## src/rtl/irq_agg_pkg.sv

```systemverilog
package irq_agg_pkg;

   // address layout: window selects register kind, slot selects index
   localparam int SLOT_W = 3;

   localparam logic [1:0] WIN_STATUS = 2'd0;
   localparam logic [1:0] WIN_MASK   = 2'd1;
   localparam logic [1:0] WIN_MISC   = 2'd2;

   localparam logic [2:0] SLOT_SUMMARY = 3'd0;
   localparam logic [2:0] SLOT_CONFIG  = 3'd1;

   localparam int CFG_W = 3;

   typedef struct packed {
      logic open_drain;   // bit 2
      logic active_high;  // bit 1
      logic show_masked;  // bit 0
   } irq_cfg_t;

endpackage

```

## src/rtl/irq_status_bank.sv

```systemverilog
module irq_status_bank #(
   parameter int W = 8
) (
   input  logic         clk,
   input  logic         rst_n,
   input  logic [W-1:0] evt,
   input  logic         clr,
   input  logic         mask_we,
   input  logic [W-1:0] mask_wd,
   input  logic         show_masked,
   output logic [W-1:0] status_q,
   output logic [W-1:0] mask_q,
   output logic         summary
);

   logic [W-1:0] evt_take;
   logic [W-1:0] keep;

   assign evt_take = show_masked ? evt : (evt & ~mask_q);
   assign keep     = clr ? '0 : status_q;

   always_ff @(posedge clk or negedge rst_n) begin
      if (!rst_n) begin
         status_q <= '0;
         mask_q   <= '1;
      end else begin
         status_q <= keep | evt_take;
         if (mask_we) mask_q <= mask_wd;
      end
   end

   assign summary = |(status_q & ~mask_q);

   // masks come out of reset all set
   a_r1_mask_reset: assert property (@(posedge clk) disable iff (!rst_n)
      (!$past(rst_n)) |-> (mask_q == '1));

   // bits are sticky until a read clears them
   a_r2_sticky: assert property (@(posedge clk) disable iff (!rst_n)
      (!clr) |=> ((~status_q & $past(status_q)) == '0));

   // hidden mode never records a masked source
   a_r5_hidden_drop: assert property (@(posedge clk) disable iff (!rst_n)
      (!show_masked) |=> ((status_q & ~$past(status_q) & $past(mask_q)) == '0));

   // after a read only fresh events remain
   a_r7_read_clears: assert property (@(posedge clk) disable iff (!rst_n)
      clr |=> ((status_q & ~$past(evt)) == '0));

   // unmasking a pending bit raises the summary next cycle
   a_r9_unmask_raise: assert property (@(posedge clk) disable iff (!rst_n)
      (mask_we && !clr && (|(status_q & ~mask_wd))) |=> summary);

endmodule

```

## src/rtl/irq_regif.sv

```systemverilog
module irq_regif
   import irq_agg_pkg::*;
#(
   parameter int N      = 6,
   parameter int W      = 8,
   parameter int ADDR_W = 5,
   parameter int DATA_W = 8
) (
   input  logic                  clk,
   input  logic                  rst_n,
   input  logic [ADDR_W-1:0]     addr,
   input  logic                  wr_en,
   input  logic [DATA_W-1:0]     wr_data,
   input  logic                  rd_en,
   input  logic [N-1:0][W-1:0]   status,
   input  logic [N-1:0][W-1:0]   mask,
   input  logic [N-1:0]          summary,
   output logic [N-1:0]          clr,
   output logic [N-1:0]          mask_we,
   output logic [W-1:0]          mask_wd,
   output irq_cfg_t              cfg_q,
   output logic [DATA_W-1:0]     rd_data
);

   localparam int WIN_W = ADDR_W - SLOT_W;

   logic [WIN_W-1:0]  win;
   logic [SLOT_W-1:0] slot;
   logic              in_status, in_mask, in_misc;
   logic              cfg_we;
   logic [DATA_W-1:0] rd_next;

   assign win  = addr[ADDR_W-1:SLOT_W];
   assign slot = addr[SLOT_W-1:0];

   assign in_status = (win == WIN_W'(WIN_STATUS));
   assign in_mask   = (win == WIN_W'(WIN_MASK));
   assign in_misc   = (win == WIN_W'(WIN_MISC));
   assign cfg_we    = wr_en && in_misc && (slot == SLOT_CONFIG);
   assign mask_wd   = wr_data[W-1:0];

   for (genvar n = 0; n < N; n++) begin : g_strobe
      assign clr[n]     = rd_en && in_status && (slot == SLOT_W'(n));
      assign mask_we[n] = wr_en && in_mask   && (slot == SLOT_W'(n));
   end

   always_comb begin
      rd_next = '0;
      for (int n = 0; n < N; n++) begin
         if (in_status && slot == SLOT_W'(n)) rd_next = DATA_W'(status[n]);
         if (in_mask   && slot == SLOT_W'(n)) rd_next = DATA_W'(mask[n]);
      end
      if (in_misc && slot == SLOT_SUMMARY) rd_next = DATA_W'(summary);
      if (in_misc && slot == SLOT_CONFIG)  rd_next = DATA_W'(cfg_q);
   end

   always_ff @(posedge clk or negedge rst_n) begin
      if (!rst_n) begin
         cfg_q   <= '0;
         rd_data <= '0;
      end else begin
         if (cfg_we) cfg_q <= irq_cfg_t'(wr_data[CFG_W-1:0]);
         if (rd_en)  rd_data <= rd_next;
      end
   end

   // unmapped window reads as zero
   a_r12_unmapped_zero: assert property (@(posedge clk) disable iff (!rst_n)
      (rd_en && !in_status && !in_mask && !in_misc) |=> (rd_data == '0));

   // at most one status register is cleared by a read
   a_r7_single_clear: assert property (@(posedge clk) disable iff (!rst_n)
      $onehot0(clr));

endmodule

```

## src/rtl/irq_pin_stage.sv

```systemverilog
module irq_pin_stage #(
   parameter bit OD_CAPABLE = 1'b1
) (
   input  logic clk,
   input  logic rst_n,
   input  logic req,
   input  logic active_high,
   input  logic open_drain,
   output logic pin_o,
   output logic pin_oe
);

   logic od_eff;

   if (OD_CAPABLE) begin : g_od
      assign od_eff = open_drain;
   end else begin : g_pp_only
      assign od_eff = 1'b0;
   end

   always_comb begin
      if (od_eff) begin
         pin_oe = req;
         pin_o  = active_high;
      end else begin
         pin_oe = 1'b1;
         pin_o  = active_high ? req : !req;
      end
   end

   // open-drain releases the pin while idle
   a_r11_od_release: assert property (@(posedge clk) disable iff (!rst_n)
      (od_eff && !req) |-> !pin_oe);

   // push-pull always drives
   a_r11_pp_drive: assert property (@(posedge clk) disable iff (!rst_n)
      (!od_eff) |-> pin_oe);

   // a driven pin carries the level selected by polarity
   a_r10_level: assert property (@(posedge clk) disable iff (!rst_n)
      (pin_oe && req) |-> (pin_o == active_high));

endmodule

```

## src/rtl/irq_aggregator.sv

```systemverilog
module irq_aggregator
   import irq_agg_pkg::*;
#(
   parameter int NUM_REGS   = 6,
   parameter int REG_W      = 8,
   parameter int ADDR_W     = 5,
   parameter int DATA_W     = 8,
   parameter bit OD_CAPABLE = 1'b1
) (
   input  logic                      clk,
   input  logic                      rst_n,
   input  logic [NUM_REGS*REG_W-1:0] evt_i,
   input  logic [ADDR_W-1:0]         reg_addr_i,
   input  logic                      reg_wr_i,
   input  logic [DATA_W-1:0]         reg_wdata_i,
   input  logic                      reg_rd_i,
   output logic [DATA_W-1:0]         reg_rdata_o,
   output logic                      irq_o,
   output logic                      irq_oe_o
);

   if (NUM_REGS < 1 || NUM_REGS > (1 << SLOT_W)) begin : g_chk_n
      $error("NUM_REGS must fit the slot field");
   end
   if (ADDR_W < SLOT_W + 2) begin : g_chk_a
      $error("ADDR_W too small for the register map");
   end
   if (DATA_W < REG_W || DATA_W < NUM_REGS || DATA_W < CFG_W) begin : g_chk_d
      $error("DATA_W narrower than a register");
   end

   logic [NUM_REGS-1:0][REG_W-1:0] status;
   logic [NUM_REGS-1:0][REG_W-1:0] mask;
   logic [NUM_REGS-1:0]            summary;
   logic [NUM_REGS-1:0]            clr;
   logic [NUM_REGS-1:0]            mask_we;
   logic [REG_W-1:0]               mask_wd;
   irq_cfg_t                       cfg;
   logic                           req;

   for (genvar n = 0; n < NUM_REGS; n++) begin : g_bank
      irq_status_bank #(.W(REG_W)) u_bank (
         .clk        (clk),
         .rst_n      (rst_n),
         .evt        (evt_i[n*REG_W +: REG_W]),
         .clr        (clr[n]),
         .mask_we    (mask_we[n]),
         .mask_wd    (mask_wd),
         .show_masked(cfg.show_masked),
         .status_q   (status[n]),
         .mask_q     (mask[n]),
         .summary    (summary[n])
      );
   end

   irq_regif #(
      .N(NUM_REGS), .W(REG_W), .ADDR_W(ADDR_W), .DATA_W(DATA_W)
   ) u_regif (
      .clk    (clk),
      .rst_n  (rst_n),
      .addr   (reg_addr_i),
      .wr_en  (reg_wr_i),
      .wr_data(reg_wdata_i),
      .rd_en  (reg_rd_i),
      .status (status),
      .mask   (mask),
      .summary(summary),
      .clr    (clr),
      .mask_we(mask_we),
      .mask_wd(mask_wd),
      .cfg_q  (cfg),
      .rd_data(reg_rdata_o)
   );

   assign req = |summary;

   irq_pin_stage #(.OD_CAPABLE(OD_CAPABLE)) u_pin (
      .clk        (clk),
      .rst_n      (rst_n),
      .req        (req),
      .active_high(cfg.active_high),
      .open_drain (cfg.open_drain),
      .pin_o      (irq_o),
      .pin_oe     (irq_oe_o)
   );

   // an active request always has an unmasked pending bit behind it
   a_r3_masked_quiet: assert property (@(posedge clk) disable iff (!rst_n)
      req |-> (|(status & ~mask)));

   // every summary bit is backed by its own register
   a_r4_summary_backed: assert property (@(posedge clk) disable iff (!rst_n)
      (summary != '0) |-> ((status & ~mask) != '0));

endmodule

```

## config.mk

```make
export PLATFORM = sky130hd
export DESIGN_NAME = irq_aggregator
export DESIGN_NICKNAME = d
export VERILOG_FILES = /design/src/rtl/irq_agg_pkg.sv /design/src/rtl/irq_status_bank.sv /design/src/rtl/irq_regif.sv /design/src/rtl/irq_pin_stage.sv /design/src/rtl/irq_aggregator.sv
export SDC_FILE = /design/constraint.sdc
export NUM_CORES = 1
export LEC_CHECK = 0
export BUFFER_PORTS_ARGS = -buffer_cell sky130_fd_sc_hd__buf_2
export CELL_PAD_IN_SITES_DETAIL_PLACEMENT = 0
export CELL_PAD_IN_SITES_GLOBAL_PLACEMENT = 1
export CORE_MARGIN = 5
export CORE_UTILIZATION = 40
export DETAILED_ROUTE_END_ITERATION = 16
export PLACE_DENSITY_LB_ADDON = 0.15
export REMOVE_ABC_BUFFERS = 1
export SLEW_MARGIN = 40
export SYNTH_ARGS = -nofsm -noshare
export SYNTH_HDL_FRONTEND = slang
export SYNTH_SLANG_ARGS = --single-unit
```

## constraint.sdc

```tcl
create_clock -name clk -period 2.1 [get_ports clk]
set_input_delay 0.42 -clock clk [delete_from_list [all_inputs] [get_ports clk]]
set_output_delay 0.42 -clock clk [all_outputs]
set_load 0.01 [all_outputs]
```

==> impl_metrics.env <==
export IMPL_cts_inserted_buffers=9
export IMPL_ys_warn_count=0
export IMPL_setup_ws_ns=-0.621
export IMPL_path_clk_slew_ns=0.07
export IMPL_buffers_and_inverters_on_the_worst_path=2
export IMPL_swShare_pct=29.2
export IMPL_synth_cell_area_um2=5990
export IMPL_seq_area_frac_synth_pct=45.7
export IMPL_post_synth_top_area_cell="sky130_fd_sc_hd__dfrtp_1"
export IMPL_drt_pass1_iter_count=5
export IMPL_clk_path_buf_depth=2
export IMPL_initial_core_util_pct=41.0
export IMPL_worst_r2r_startpoint="g_bank[0].u_bank.status_q[1]"
export IMPL_cts_tree="done"
export IMPL_postRouteAntennaNets=0
export IMPL_reg2reg_capture_point="u_regif.rd_data[1]"
export IMPL_final_min_clock_period_ns=2.72
export IMPL_total_number_of_h_tree_levels=3
export IMPL_power_ir_vdd_worst_uv=491
export IMPL_worst_slew_margin_rel_pct=65.6
export IMPL_routed_wirelength_mm=20.9
export IMPL_utilization_pct=55.9
export IMPL_gp_congestion=0.899
export IMPL_synth_avg_cell_area_um2=10.3
export IMPL_wire_per_inst_um=21.2
export IMPL_synth_cells=583
export IMPL_final_setup_tns_ns=-1.12
export IMPL_worstMarginPinSlew_ns=0.516
export IMPL_seqPwrFrac_pct=42.4
export IMPL_pwr_share_comb_pct=26.2
export IMPL_grt_start_max_net_pins=36
export IMPL_maxCapViolations=0
export IMPL_cp_max_fo=2
export IMPL_ctsHoldBuffers=0
export IMPL_synth_lib_cells_used_distinct=73
export IMPL_worst_setup_path_end_kind="primary output"
export IMPL_placeableCoreArea_um2=14600
export IMPL_worst_path_largest_cell_delay_ns=0.54
export IMPL_number_of_synthesized_flops_with_an_enable_pin=0
export IMPL_power_total_mw=6.03
export IMPL_grtUsageTotal_pct=24.1
export IMPL_area_growth_synth_to_final_pct=36.2
export IMPL_synth_simple_gate_area_share_pct=19.4
export IMPL_synth_area_mux_share_pct=11.5
export IMPL_diode_insertion_count_for_antenna_repair=0
export IMPL_worstHoldPathType="in2async"
export IMPL_synthArstFlopShare_pct=100
export IMPL_cts_root_buffer_cell="sky130_fd_sc_hd__clkbuf_16"
export IMPL_crit_required_ns=1.68
export IMPL_crit_path_top_delay_cell="sky130_fd_sc_hd__dfstp_2"
export IMPL_yosys_top_cells_area="sky130_fd_sc_hd__dfrtp_1 25%, sky130_fd_sc_hd__dfstp_2 21%, sky130_fd_sc_hd__mux2_2 9.4%, sky130_fd_sc_hd__a22o_1 6.3%, sky130_fd_sc_hd__nand2_1 5.4%"
export IMPL_io_pin_count=75
export IMPL_netlist_top_cells_count="86 x sky130_fd_sc_hd__nand2_1, 59 x sky130_fd_sc_hd__dfrtp_1, 50 x sky130_fd_sc_hd__mux2_2"
export IMPL_final_hold_fails=0
export IMPL_postSynthRegisterBits=107
export IMPL_clock_latency_ns=0.36
export IMPL_power_static_leakage_nw=3.44
export IMPL_cell_internal_pwr_mw=4.26
export IMPL_synth_area_in_compound_gates_pct=19.2
export IMPL_global_route_overflow_total=0
export IMPL_route_detailed_drc=0
export IMPL_buffer_ports_inserted=74
export IMPL_grt_first_pass_wirelength_mm=32.8
export IMPL_switchingPower_mw=1.76
export IMPL_clock_fmax_ghz=0.367
export IMPL_timing_final_setup_violations=2
export IMPL_worstPathCellList="nor2b_2, a2111oi_4, buf_4, nand4_1, nor4_2, xor2_1, buf_2"
export IMPL_grt_setup_unrepaired="true"
export IMPL_rows=44
export IMPL_clock_sink_count=107
export IMPL_final_max_slew_violation_count=0
export IMPL_yosysMostFrequentCell="sky130_fd_sc_hd__nand2_1"
export IMPL_setup_worst_path_class="reg2out"
export IMPL_dieArea_um2=17500
export IMPL_finish_net_count=862
export IMPL_grt_antenna_before_repair=0
export IMPL_worst_setup_path_start_kind="flop"
export IMPL_post_dp_hpwl_mm=15.9
export IMPL_num_vias=5535
export IMPL_dp_worst_setup_slack_ns=-0.465
export IMPL_failed_checks="negative setup slack"
export IMPL_worst_r2r_path_depth=7
export IMPL_pwr_density_cell_nw_per_um2=739
export IMPL_post_route_cells_drive_above_1_share_pct=47.0
export IMPL_vias_in_the_first_global_route=5701
export IMPL_synth_xor_area_share_pct=0.146
export IMPL_synth_flop_cell="sky130_fd_sc_hd__dfrtp_1"
export IMPL_yosys_area_share_adder_pct=0
export IMPL_layout_worst_path_cycle_share_pct=130
export IMPL_fp_dieH_um=132
export IMPL_synthDominantCellAreaShare_pct=24.7
export IMPL_drt_first_iter_violations=478
export IMPL_vias_per_std_cell=5.61
export IMPL_finalClockSkew_ns=0.00788
export IMPL_outcome="finished with violations"
export IMPL_rrSetupSlack_ns=0.24
export IMPL_worst_ep_arrival_time_ns=2.30
export IMPL_synth_top_family_by_area="simple AND/OR/NAND/NOR gates"
export IMPL_clockPowerShare_pct=31.4
export IMPL_die_wd_um=132
export IMPL_cp_top_family="simple AND/OR/NAND/NOR gates"
-- kinds of logic after synthesis --
family	count (synthesis)
and+or+nand+nor	219
AOI/OAI and AO/OA	146
muxes	61
xor gates and xnor gates	1
DFF	107
buffers and inverters	49
-- metal layers --
| metal | part of all wire [%] | vias to the layer above | global-route usage (%) | routed length [um] |
|---|---|---|---|---|
| met3 | 6.0 | 28 | 4.24 | 1250 |
| met5 | 0 | - | 0 | 0 |
| met1 | 46 | 2743 | 34.5 | 9530 |
| met2 | 46 | 182 | 37.4 | 9720 |
| li1 | - | 2582 | - | - |
| met4 | 2.1 | 0 | 6.84 | 444 |
-- worst register-to-register path, delay by kind of cell (launching register included) --
family,cells,cell delay [ns]
simple gates,1,0.34
flops,1,0.36
buf+inv,2,0.29
compound gates,4,0.80
-- power by group through the flow --
stage / clock network [mW] / logic [mW] / registers [mW]
after floorplan: 0 / 0.583 / 2.61
after global placement: 0 / 1.48 / 2.56
after detailed placement: 0 / 1.50 / 2.58
after CTS: 1.93 / 1.56 / 2.55
after global routing: 2.01 / 1.71 / 2.58
final: 1.89 / 1.58 / 2.56
-- layout make-up --
cell class              count  area [um2]
fillers                  1315        6430
multi-input cells         427        3150
flip-flops and latches    107        2740
repair buffers            236        1650
clock buffers              11         243
well taps                 184         230
clock inverters             5        85.1
inverters                  16        60.1
-- flip-flops by register name (all words and copies together), names as in the netlist --
register,count
u_regif.cfg_q,3
g_bank.u_bank.mask_q,48
u_regif.rd_data,8
g_bank.u_bank.status_q,48
-- cell usage in the layout (no fill, tap or decap), drive strengths merged, types with 3 or more instances in the layout --
cell / Yosys / routed
buf: 22 / 236
nand2: 87 / 87
dfrtp: 59 / 59
mux2: 51 / 51
dfstp: 48 / 48
a22o: 43 / 43
nor2b: 39 / 39
o21ai: 22 / 22
nand3: 21 / 21
inv: 15 / 16
nand2b: 15 / 15
a21oi: 14 / 14
nor2: 12 / 12
clkbuf: 11 / 11
a2111oi: 11 / 11
nor3: 10 / 10
mux2i: 9 / 9
a31oi: 7 / 7
nand4: 6 / 6
a221oi: 5 / 5
a32oi: 5 / 5
nor3b: 5 / 5
and2: 4 / 4
o22ai: 4 / 4
o2111a: 3 / 3
and3: 3 / 3
o211ai: 3 / 3
nor4: 3 / 3
nor4b: 3 / 3
a211oi: 3 / 3
-- through the flow --
step	instances	cell area [um2]	hold slack, ns
after CTS	986	8120	0.0431
after global placement	969	7680	0.431
after floorplan	550	5800	0.124
after detailed placement	969	7680	0.429
final	986	8150	0.0234
after global routing	986	8150	0.0505
-- worst max path at each step --
| stage | startpoint | endpoint | slack, ns | cells past startpoint |
|---|---|---|---|---|
| global route | g_bank[0].u_bank.mask_q[2] | irq_o | -0.72 | 7 |
| CTS | g_bank[2].u_bank.mask_q[6] | irq_o | -0.64 | 7 |
| finish | g_bank[0].u_bank.mask_q[2] | irq_o | -0.62 | 7 |
| global placement | g_bank[3].u_bank.mask_q[0] | irq_o | -0.49 | 7 |
| detailed placement | g_bank[1].u_bank.mask_q[1] | irq_o | -0.47 | 7 |
| floorplan | g_bank[1].u_bank.mask_q[1] | irq_o | -0.008 | 5 |
-- timing repair --
item | in CTS | in global routing
pin swaps | 9 | 3
gates resized for setup | 19 | 4
buffers inserted | 1 | 0
endpoints found under the setup margin | 2 | 2
Power figures use the tool's default switching activity.
